--- src/rtl/fft_ag_pkg.sv ---
package fft_ag_pkg;

  localparam int unsigned AG_IDX_W = 8;
  typedef logic [AG_IDX_W-1:0] idx_t;

  // Reverse the lowest lg bits of an index.
  function automatic idx_t ag_bit_rev(idx_t i, int unsigned lg);
    idx_t r;
    r = '0;
    for (int unsigned b = 0; b < AG_IDX_W; b++) begin
      if (b < lg) r[lg-1-b] = i[b];
    end
    return r;
  endfunction

  // Position of a butterfly inside its group.
  function automatic idx_t ag_group_pos(idx_t k, int unsigned s);
    idx_t mask;
    mask = (idx_t'(1) << s) - idx_t'(1);
    return k & mask;
  endfunction

  // Upper operand index of butterfly k in stage s.
  function automatic idx_t ag_upper(idx_t k, int unsigned s);
    return ((k >> s) << (s + 1)) | ag_group_pos(k, s);
  endfunction

  // Lower operand index: partner lies 2^s above the upper one.
  function automatic idx_t ag_lower(idx_t k, int unsigned s);
    return ag_upper(k, s) + (idx_t'(1) << s);
  endfunction

  // Twiddle index j * N / 2^(s+1) written as a shift.
  function automatic idx_t ag_twiddle(idx_t k, int unsigned s, int unsigned lg);
    return ag_group_pos(k, s) << (lg - 1 - s);
  endfunction

endpackage

--- src/rtl/fft_ag_ctrl.sv ---
module fft_ag_ctrl #(
  parameter int unsigned LOG_SMALL = 3,
  parameter int unsigned LOG_LARGE = 4,
  localparam int unsigned K_W   = LOG_LARGE - 1,
  localparam int unsigned STG_W = $clog2(LOG_LARGE),
  localparam int unsigned LG_W  = $clog2(LOG_LARGE + 1)
) (
  input  logic             clk,
  input  logic             rst_n,
  input  logic             start_i,
  input  logic             size16_i,
  output logic             accept_o,
  output logic             busy_o,
  output logic             done_o,
  output logic             last_o,
  output logic [K_W-1:0]   k_o,
  output logic [STG_W-1:0] stage_o,
  output logic [LG_W-1:0]  lg_o
);

  logic             busy_q, done_q;
  logic [K_W-1:0]   k_q;
  logic [STG_W-1:0] stage_q;
  logic [LG_W-1:0]  lg_q;
  logic [K_W-1:0]   k_max_w;
  logic [STG_W-1:0] stage_max_w;
  logic             k_end_w, stage_end_w;

  always_comb begin
    k_max_w     = K_W'((32'd1 << (int'(lg_q) - 1)) - 32'd1);
    stage_max_w = STG_W'(int'(lg_q) - 1);
    k_end_w     = (k_q == k_max_w);
    stage_end_w = (stage_q == stage_max_w);
  end

  assign accept_o = start_i & ~busy_q;
  assign last_o   = busy_q & k_end_w & stage_end_w;

  always_ff @(posedge clk) begin
    if (!rst_n) begin
      busy_q  <= 1'b0;
      done_q  <= 1'b0;
      k_q     <= '0;
      stage_q <= '0;
      lg_q    <= LG_W'(LOG_SMALL);
    end else begin
      done_q <= last_o;
      if (!busy_q) begin
        if (start_i) begin
          busy_q  <= 1'b1;
          k_q     <= '0;
          stage_q <= '0;
          lg_q    <= size16_i ? LG_W'(LOG_LARGE) : LG_W'(LOG_SMALL);
        end
      end else if (k_end_w) begin
        k_q <= '0;
        if (stage_end_w) begin
          busy_q  <= 1'b0;
          stage_q <= '0;
        end else begin
          stage_q <= stage_q + STG_W'(1);
        end
      end else begin
        k_q <= k_q + K_W'(1);
      end
    end
  end

  assign busy_o  = busy_q;
  assign done_o  = done_q;
  assign k_o     = k_q;
  assign stage_o = stage_q;
  assign lg_o    = lg_q;

endmodule

--- src/rtl/fft_ag_index.sv ---
module fft_ag_index
  import fft_ag_pkg::*;
#(
  parameter int unsigned LOG_LARGE = 4,
  localparam int unsigned IDX_W = LOG_LARGE,
  localparam int unsigned K_W   = LOG_LARGE - 1,
  localparam int unsigned TW_W  = LOG_LARGE - 1,
  localparam int unsigned STG_W = $clog2(LOG_LARGE),
  localparam int unsigned LG_W  = $clog2(LOG_LARGE + 1)
) (
  input  logic [K_W-1:0]   k_i,
  input  logic [STG_W-1:0] stage_i,
  input  logic [LG_W-1:0]  lg_i,
  output logic [IDX_W-1:0] up_o,
  output logic [IDX_W-1:0] lo_o,
  output logic [IDX_W-1:0] up_rev_o,
  output logic [IDX_W-1:0] lo_rev_o,
  output logic [TW_W-1:0]  tw_o
);

  idx_t k_ext, up_full, lo_full, tw_full;

  always_comb begin
    k_ext   = idx_t'(k_i);
    up_full = ag_upper(k_ext, int'(stage_i));
    lo_full = ag_lower(k_ext, int'(stage_i));
    tw_full = ag_twiddle(k_ext, int'(stage_i), int'(lg_i));
    up_o     = IDX_W'(up_full);
    lo_o     = IDX_W'(lo_full);
    up_rev_o = IDX_W'(ag_bit_rev(up_full, int'(lg_i)));
    lo_rev_o = IDX_W'(ag_bit_rev(lo_full, int'(lg_i)));
    tw_o     = TW_W'(tw_full);
  end

endmodule

--- src/rtl/fft_ag_addr.sv ---
module fft_ag_addr #(
  parameter int unsigned ADDR_W = 16,
  parameter int unsigned IDX_W  = 4
) (
  input  logic [ADDR_W-1:0] base_i,
  input  logic [IDX_W-1:0]  idx_i,
  output logic [ADDR_W-1:0] re_o,
  output logic [ADDR_W-1:0] im_o
);

  logic [ADDR_W-1:0] off_w;

  assign off_w = ADDR_W'({idx_i, 1'b0});
  assign re_o  = base_i + off_w;
  assign im_o  = base_i + off_w + ADDR_W'(1);

endmodule

--- src/rtl/fft_addr_gen.sv ---
module fft_addr_gen #(
  parameter int unsigned ADDR_W    = 16,
  parameter int unsigned LOG_SMALL = 3,
  parameter int unsigned LOG_LARGE = 4,
  localparam int unsigned IDX_W = LOG_LARGE,
  localparam int unsigned K_W   = LOG_LARGE - 1,
  localparam int unsigned TW_W  = LOG_LARGE - 1,
  localparam int unsigned STG_W = $clog2(LOG_LARGE),
  localparam int unsigned LG_W  = $clog2(LOG_LARGE + 1),
  localparam int unsigned LANES = 4
) (
  input  logic              clk,
  input  logic              rst_n,
  input  logic              start_i,
  input  logic              size16_i,
  input  logic [ADDR_W-1:0] src_base_i,
  input  logic [ADDR_W-1:0] dst_base_i,
  output logic              busy_o,
  output logic              done_o,
  output logic [STG_W-1:0]  stage_o,
  output logic [TW_W-1:0]   twiddle_o,
  output logic [ADDR_W-1:0] rd_a_re_o,
  output logic [ADDR_W-1:0] rd_a_im_o,
  output logic [ADDR_W-1:0] rd_b_re_o,
  output logic [ADDR_W-1:0] rd_b_im_o,
  output logic [ADDR_W-1:0] wr_a_re_o,
  output logic [ADDR_W-1:0] wr_a_im_o,
  output logic [ADDR_W-1:0] wr_b_re_o,
  output logic [ADDR_W-1:0] wr_b_im_o
);

  // Named internal events for the checker
  logic              accept_w;
  logic              last_w;
  logic [K_W-1:0]    k_w;
  logic [LG_W-1:0]   lg_w;
  logic              first_stage_w;

  logic [ADDR_W-1:0] src_q, dst_q;
  logic [IDX_W-1:0]  up_w, lo_w, up_rev_w, lo_rev_w;

  fft_ag_ctrl #(
    .LOG_SMALL (LOG_SMALL),
    .LOG_LARGE (LOG_LARGE)
  ) u_ctrl (
    .clk      (clk),
    .rst_n    (rst_n),
    .start_i  (start_i),
    .size16_i (size16_i),
    .accept_o (accept_w),
    .busy_o   (busy_o),
    .done_o   (done_o),
    .last_o   (last_w),
    .k_o      (k_w),
    .stage_o  (stage_o),
    .lg_o     (lg_w)
  );

  // Bases are captured with the start so the inputs may change during a run
  always_ff @(posedge clk) begin
    if (!rst_n) begin
      src_q <= '0;
      dst_q <= '0;
    end else if (accept_w) begin
      src_q <= src_base_i;
      dst_q <= dst_base_i;
    end
  end

  fft_ag_index #(
    .LOG_LARGE (LOG_LARGE)
  ) u_index (
    .k_i      (k_w),
    .stage_i  (stage_o),
    .lg_i     (lg_w),
    .up_o     (up_w),
    .lo_o     (lo_w),
    .up_rev_o (up_rev_w),
    .lo_rev_o (lo_rev_w),
    .tw_o     (twiddle_o)
  );

  assign first_stage_w = (stage_o == '0);

  // Lane 0/1: read upper/lower, lane 2/3: write upper/lower
  logic [ADDR_W-1:0] lane_base [LANES];
  logic [IDX_W-1:0]  lane_idx  [LANES];
  logic [ADDR_W-1:0] lane_re   [LANES];
  logic [ADDR_W-1:0] lane_im   [LANES];

  always_comb begin
    lane_base[0] = first_stage_w ? src_q : dst_q;
    lane_base[1] = first_stage_w ? src_q : dst_q;
    lane_base[2] = dst_q;
    lane_base[3] = dst_q;
    lane_idx[0]  = first_stage_w ? up_rev_w : up_w;
    lane_idx[1]  = first_stage_w ? lo_rev_w : lo_w;
    lane_idx[2]  = up_w;
    lane_idx[3]  = lo_w;
  end

  for (genvar g = 0; g < LANES; g++) begin : g_lane
    fft_ag_addr #(
      .ADDR_W (ADDR_W),
      .IDX_W  (IDX_W)
    ) u_addr (
      .base_i (lane_base[g]),
      .idx_i  (lane_idx[g]),
      .re_o   (lane_re[g]),
      .im_o   (lane_im[g])
    );
  end

  assign rd_a_re_o = lane_re[0];
  assign rd_a_im_o = lane_im[0];
  assign rd_b_re_o = lane_re[1];
  assign rd_b_im_o = lane_im[1];
  assign wr_a_re_o = lane_re[2];
  assign wr_a_im_o = lane_im[2];
  assign wr_b_re_o = lane_re[3];
  assign wr_b_im_o = lane_im[3];

endmodule

--- config.mk ---
export PLATFORM = sky130hd
export DESIGN_NAME = fft_addr_gen
export DESIGN_NICKNAME = d
export VERILOG_FILES = /design/src/rtl/fft_ag_pkg.sv /design/src/rtl/fft_ag_ctrl.sv /design/src/rtl/fft_ag_index.sv /design/src/rtl/fft_ag_addr.sv /design/src/rtl/fft_addr_gen.sv
export SDC_FILE = /design/constraint.sdc
export NUM_CORES = 1
export LEC_CHECK = 0
export ABC_AREA = 1
export BUFFER_PORTS_ARGS = -buffer_cell sky130_fd_sc_hd__buf_2
export CORE_UTILIZATION = 51
export CTS_CLUSTER_SIZE = 8
export DETAILED_ROUTE_END_ITERATION = 12
export PLACE_DENSITY = 0.82
export SLEW_MARGIN = 20
export SYNTH_ARGS = -nofsm -noshare
export SYNTH_HDL_FRONTEND = slang
export SYNTH_SLANG_ARGS = --single-unit
export TNS_END_PERCENT = 50
--- constraint.sdc ---
create_clock -name clk -period 13.5 [get_ports clk]
set_input_delay 0 -clock clk [delete_from_list [all_inputs] [get_ports clk]]
set_output_delay 0 -clock clk [all_outputs]
set_load 0.1 [all_outputs]
==> results of run 1 <==
flip-flops by register name, summed over array words and instances, names as in the netlist:
name / cells
u_ctrl.busy_o: 1
u_ctrl.lg_o: 2
u_ctrl.stage_o: 2
src_q: 16
u_ctrl.done_o: 1
u_ctrl.k_o: 3
dst_q: 16
routing by layer:
layer	global-route usage, %	routed length (um)	up-vias
li1	-	-	3904
met1	40.7	8850	3448
met2	55.1	9720	310
met3	3.93	1280	55
met4	11.3	639	0
met5	0	0	-
worst max-delay path by stage:
stage / endpoint / slack [ps] / cells past startpoint
final: rd_b_im_o[15] / 7230 / 28
after global routing: rd_b_im_o[15] / 6710 / 28
after CTS: rd_b_im_o[15] / 7320 / 28
after detailed placement: rd_b_im_o[15] / 7690 / 28
after global placement: rd_b_im_o[15] / 7950 / 28
after floorplan: wr_b_im_o[8] / 6160 / 16
report_power, final:
part | internal (mW) | switching [mW] | total, mW
Combinational | 0.0791 | 0.418 | 0.497
Clock | 0.0924 | 0.0537 | 0.146
Sequential | 0.130 | 0.00965 | 0.139
worst register-to-register path: cells and delay by family (launching register included):
| family | cells | cell delay (ps) |
|---|---|---|
| compound gates | 3 | 380 |
| fa+ha+maj | 1 | 230 |
| buf+inv | 5 | 540 |
| flops | 1 | 380 |
| simple gates | 3 | 430 |
cells by family after synthesis:
logic type | synth area share (%)
adders and majority gates | 10.2
xor gates and xnor gates | 7.41
AOI/OAI and AO/OA | 11.7
buffers and inverters | 11.6
and+or+nand+nor | 46.2
DFF | 12.9
cell type report:
cell class	instances	area, sq um	area share, %
well taps	168	210	2.74
flip-flops and latches	41	821	10.7
clock inverters	2	37.5	0.490
multi-input cells	889	4790	62.5
inverters	152	571	7.44
clock buffers	6	139	1.81
repair buffers	195	1090	14.3
cell usage after synthesis (2+ instances only):
master / n
nand2_1: 322
inv_1: 144
nor2_1: 133
nand3_1: 119
o21ai_0: 54
ha_1: 42
a21oi_1: 41
dfxtp_1: 41
xor2_1: 34
nand4_1: 28
xnor2_1: 16
nand2_2: 12
clkbuf_1: 11
nor2_2: 11
o21ai_2: 9
buf_4: 8
inv_2: 8
nor3_1: 7
fa_1: 6
nand3_2: 6
nor2_4: 6
a31oi_1: 4
buf_6: 4
o21ai_1: 4
nand2_4: 3
nand3b_1: 3
nor4_1: 3
o211ai_1: 3
o21ai_4: 3
a211oi_1: 2
and3_1: 2
o21bai_1: 2
or2_2: 2
xor2_2: 2
per-stage QoR:
stage          area (sq um)  utilization, %  total power, mW
6_report               7660            63.5            0.782
5_1_grt                7660            63.5            0.810
4_1_cts                7660            63.5            0.782
3_5_place_dp           7270            60.3            0.631
3_3_place_gp           7270            60.3            0.629
2_1_floorplan          6350               -            0.560
timing repair:
item | in CTS | in global routing
endpoints found under the hold margin | 22 | 0
resized for setup | 0 | 0
hold buffers | 22 | 0
endpoints found under the setup margin | 0 | 0
==> key figures, run 1 <==
Synthesis
  – Mapped Area: 6350 sq um
  – Ranking of synthesized cells by area: nand2_1 (19%), dfxtp_1 (13%), nand3_1 (9.4%), inv_1 (8.5%), ha_1 (8.3%)
  – Post-synth EDFFs: 0
  – Sequential cell area fraction in the yosys report: 12.9%
  – Mapped Cells: 1107
  – Async S/R FF share, synth: 0%
  – Synthesis Warnings: 0
  – Synth top area share: 19.0%
  – Yosys cell types: 46
  – Ys flop type: dfxtp_1
  – Syn_nets: 1191
  – Mean post-synth cell area: 5.73 sq um
  – Largest area contributor in the netlist: nand2_1
  – #FFs+latches synth: 41

STA
  – Worst Slack Setup Final: 7230 ps
  – Fin Setup TNS: 0 ps
  – Final clock skew: 4.42 ps
  – Min cycle time layout: 6270 ps
  – Hold_ws: -0.788 ps
  – Max-slew headroom at the worst pin: 48.7%
  – Hold Fails Final Rpt: 1
  – RSZ-0062 raised after global routing: no
  – Final setup viols: 0
  – Fmax achieved: 160 MHz
  – Worst Max-Slew Pin Slew: 769 ps
  – Final Slew Violations: 0
  – Final period util: 46.4%

Critical path
  – RR Startpoint: u_ctrl.lg_o[2]$_SDFFE_PN0P_
  – Arr. time, crit path: 6270 ps
  – Max incr delay on CP: 440 ps
  – Most frequent CP cell: nand2_1
  – CP Launch Type: register
  – CP delay by family, top: simple AND/OR/NAND/NOR gates
  – CP Max Fanout: 44
  – Reg2Reg Depth: 12
  – CP Launch Point: u_ctrl.stage_o[1]$_SDFFE_PN0P_
  – Worst r2r dst: u_ctrl.stage_o[1]$_SDFFE_PN0P_
  – CP endpoint kind: output pin
  – Critical-path top delay cell: buf_4
  – Critical Path RT: 13500 ps
  – Kind of critical path: reg -> out
  – Flop-to-flop setup slack: 11470 ps
  – CP Buf/Inv Count: 4

CTS
  – H-tree Lvls: 2
  – TritonCTS Buffers: 5
  – CTS clock-pin slew for the worst setup and hold paths: 60 ps
  – Clk sink count: 41
  – CTS tree: yes
  – CTS root buffer: clkbuf_16
  – Clk buf depth: 2
  – Postcts setup bufs: 0
  – Worst skew pair latency: 300 ps

Detailed routing
  – Drt drc: 0
  – Via density: 5.31
  – DRT Pass-1 Iters: 7
  – Wire per inst: 14.1 um
  – 1st-iter DRT viols: 477
  – Total wire length: 20500 um
  – Vias: 7717
  – ANT nets after route: 0

Finish
  – Final std cells w/o fill: 1453
  – Fraction of layout instances using a drive strength above 1: 19.1%
  – Commonest non-fill, non-tap cell in the layout: nand2_1
  – Number of diodes: 0
  – Final nets: 1368
  – Fillers: 1224
  – Most frequent cells in the layout: nand2_1 (322), buf_2 (170), inv_1 (144)
  – Layout overhead on the synthesized area: 20.7%

Floorplanning
  – Die Y: 114 um
  – Die W: 114 um
  – Core Region: 12100 sq um
  – Initial core utilization: 52.6%
  – Die ar.: 12900 sq um
  – FP Rows: 40
  – # IOs: 171

Global routing
  – Global-route wire length before repair: 33100 um
  – Initial antenna violation count: 0
  – Via count of the first global-routing pass: 6973
  – Total gr overflow: 0
  – Largest net degree at the start of global routing: 49
  – GR Util All Layers: 31.8%

Hold path
  – Beginning of the worst hold path: dst_base_i[6]
  – Hold Path Sink: dst_q[6]$_SDFFE_PN0P_
  – Hold Crit Depth: 3
  – Hold crit path type: in -> reg

Status
  – Outcome: finished with violations
  – Failing checks: negative hold slack

Power and ir drop
  – P per Cell Area: 102 nW/um^2
  – Worst IR Drop VDD: 83.5 uV
  – Static Leak: 4.14 nW

Placement
  – Dpl cells: 1423
  – I/O Buffers: 170
  – RD Place Congestion: 0.974
  – Dpl ws: 7690 ps
  – DP HPWL: 16700 um

Job
  – Max_cap viols: 0
No activity file was read; power rests on OpenSTA's default activity.
==> run 2: changes to the inputs <==
CORE_UTILIZATION = 50   (was 51)
PLACE_DENSITY = 0.84   (was 0.82)
clock period = 5.6 ns   (was 13.5 ns; I/O delays follow)
==> key figures, run 2 (synthesized netlist as in run 1, its figures left out) <==
Status
  – Outcome: finished with violations
  – Failing checks: negative hold slack

Finish
  – Most frequent cells in the layout: nand2_1 (318), buf_2 (159), inv_1 (142)
  – Fraction of layout instances using a drive strength above 1: 22.1%
  – Register area: 828 sq um
  – Final std cells w/o fill: 1450
  – Layout overhead on the synthesized area: 26.1%
  – Number of diodes: 0
  – Post-Route Utilization: 65.6%
  – Final nets: 1365
  – Fillers: 1178
  – Final instance area: 8010 sq um
  – Multi-input gate area: 5010 sq um
  – Commonest non-fill, non-tap cell in the layout: nand2_1

CTS
  – TritonCTS Buffers: 5
  – Clk buf depth: 2
  – Worst skew pair latency: 290 ps
  – CTS tree: yes
  – CTS root buffer: clkbuf_16
  – Clk sink count: 41
  – H-tree Lvls: 2
  – Postcts setup bufs: 0
  – CTS clock-pin slew for the worst setup and hold paths: 70 ps

Critical path
  – Crit path to: rd_b_im_o[9]
  – CP endpoint kind: output pin
  – Critical-path top delay cell: fa_2
  – Arr. time, crit path: 5310 ps
  – Max incr delay on CP: 580 ps
  – CP Max Fanout: 12
  – CP Launch Type: register
  – Critical Path RT: 5600 ps
  – Kind of critical path: reg -> out
  – CP Launch Point: u_ctrl.stage_o[1]$_SDFFE_PN0P_
  – RR Startpoint: u_ctrl.lg_o[2]$_SDFFE_PN0P_
  – Flop-to-flop setup slack: 3520 ps
  – Worst r2r dst: u_ctrl.stage_o[1]$_SDFFE_PN0P_
  – Reg2Reg Depth: 13

Placement
  – RD Place Congestion: 0.969
  – Dpl ws: 477 ps
  – I/O Buffers: 170
  – DP HPWL: 16800 um
  – Placed Instance Area: 7650 sq um
  – Dpl cells: 1428

Global routing
  – Via count of the first global-routing pass: 7050
  – Global-route wire length before repair: 32900 um
  – Largest net degree at the start of global routing: 50
  – GR Util All Layers: 31.2%
  – Total gr overflow: 0
  – Initial antenna violation count: 0

Floorplanning
  – Die ar.: 13200 sq um
  – Die W: 115 um
  – Die Y: 115 um
  – # IOs: 171
  – Initial core utilization: 52.0%
  – FP Rows: 40
  – Core Region: 12200 sq um

Detailed routing
  – ANT nets after route: 0
  – DRT Pass-1 Iters: 6
  – Via density: 5.33
  – Drt drc: 0
  – Vias: 7726
  – Total wire length: 20600 um
  – Wire per inst: 14.2 um
  – 1st-iter DRT viols: 506

STA
  – Min cycle time layout: 5310 ps
  – Max-slew headroom at the worst pin: 43.1%
  – Hold Fails Final Rpt: 1
  – Hold_ws: -4.93 ps
  – Final setup viols: 0
  – Final period util: 94.8%
  – Final clock skew: 6.39 ps
  – RSZ-0062 raised after global routing: yes
  – Fmax achieved: 188 MHz
  – Worst Slack Setup Final: 289 ps
  – Worst Max-Slew Pin Slew: 845 ps
  – Final Slew Violations: 0

Power and ir drop
  – Static Leak: 4.22 nW
  – P per Cell Area: 240 nW/um^2
  – Worst IR Drop VDD: 169 uV

Hold path
  – Hold crit path type: in -> reg

Job
  – Max_cap viols: 0
## run 2: worst min path at each step
stage,start,end,slack [ps],depth (start not counted)
2_1_floorplan,rst_n,dst_q[12]$_SDFFE_PN0P_,140,2
5_1_grt,src_base_i[7],src_q[7]$_SDFFE_PN0P_,8,3
6_report,dst_base_i[0],dst_q[0]$_SDFFE_PN0P_,-5,3
3_5_place_dp,src_base_i[5],src_q[5]$_SDFFE_PN0P_,260,3
4_1_cts,src_base_i[7],src_q[7]$_SDFFE_PN0P_,4,3
3_3_place_gp,src_base_i[5],src_q[5]$_SDFFE_PN0P_,250,3
## run 2: report_power, final
group | leakage (nW) | internal, mW | total, mW | switching [mW]
sequential | 0.340 | 0.311 | 0.332 | 0.0204
combinational | 3.79 | 0.216 | 1.24 | 1.03
clock | 0.0831 | 0.223 | 0.349 | 0.126
total | 4.22 | 0.750 | 1.92 | 1.17
## run 2: final cells by class
type	instances	area share, %
flip-flops and latches	41	10.3
clock buffers	6	1.73
repair buffers	192	15.0
multi-input cells	889	62.6
clock inverters	2	0.469
inverters	152	7.22
well taps	168	2.63
## run 2: through the flow
| stage | hold WS (ps) | total power, mW | setup TNS (ps) |
|---|---|---|---|
| after CTS | 3.67 | 1.92 | 0 |
| final | -4.93 | 1.92 | 0 |
| after detailed placement | 257 | 1.56 | 0 |
| after floorplan | 138 | 1.37 | -757 |
| after global placement | 247 | 1.56 | 0 |
| after global routing | 8.45 | 1.99 | -32.8 |
## run 2: repair_timing
action	CTS	global route
hold buffers	14	0
resized for setup	0	8
endpoints found under the setup margin	0	8
endpoints found under the hold margin	14	0
## run 2: metal layers
metal	global-route usage [%]	share of wire [%]	wire length, um	vias to the layer above
li1	-	-	-	3882
met1	39.2	43	8770	3469
met2	54.3	48	9900	318
met3	3.39	5.8	1190	57
met4	12.4	3.7	769	0
met5	0	0	0	-
## run 2: critical path, delay by kind of cell (launching register included)
kind                       cells  cell delay [ps]
xor gates and xnor gates       1              170
DFF                            1              420
buffers and inverters          6              770
AOI/OAI and AO/OA              4              490
adders and majority gates      4             1570
and+or+nand+nor               13             1590
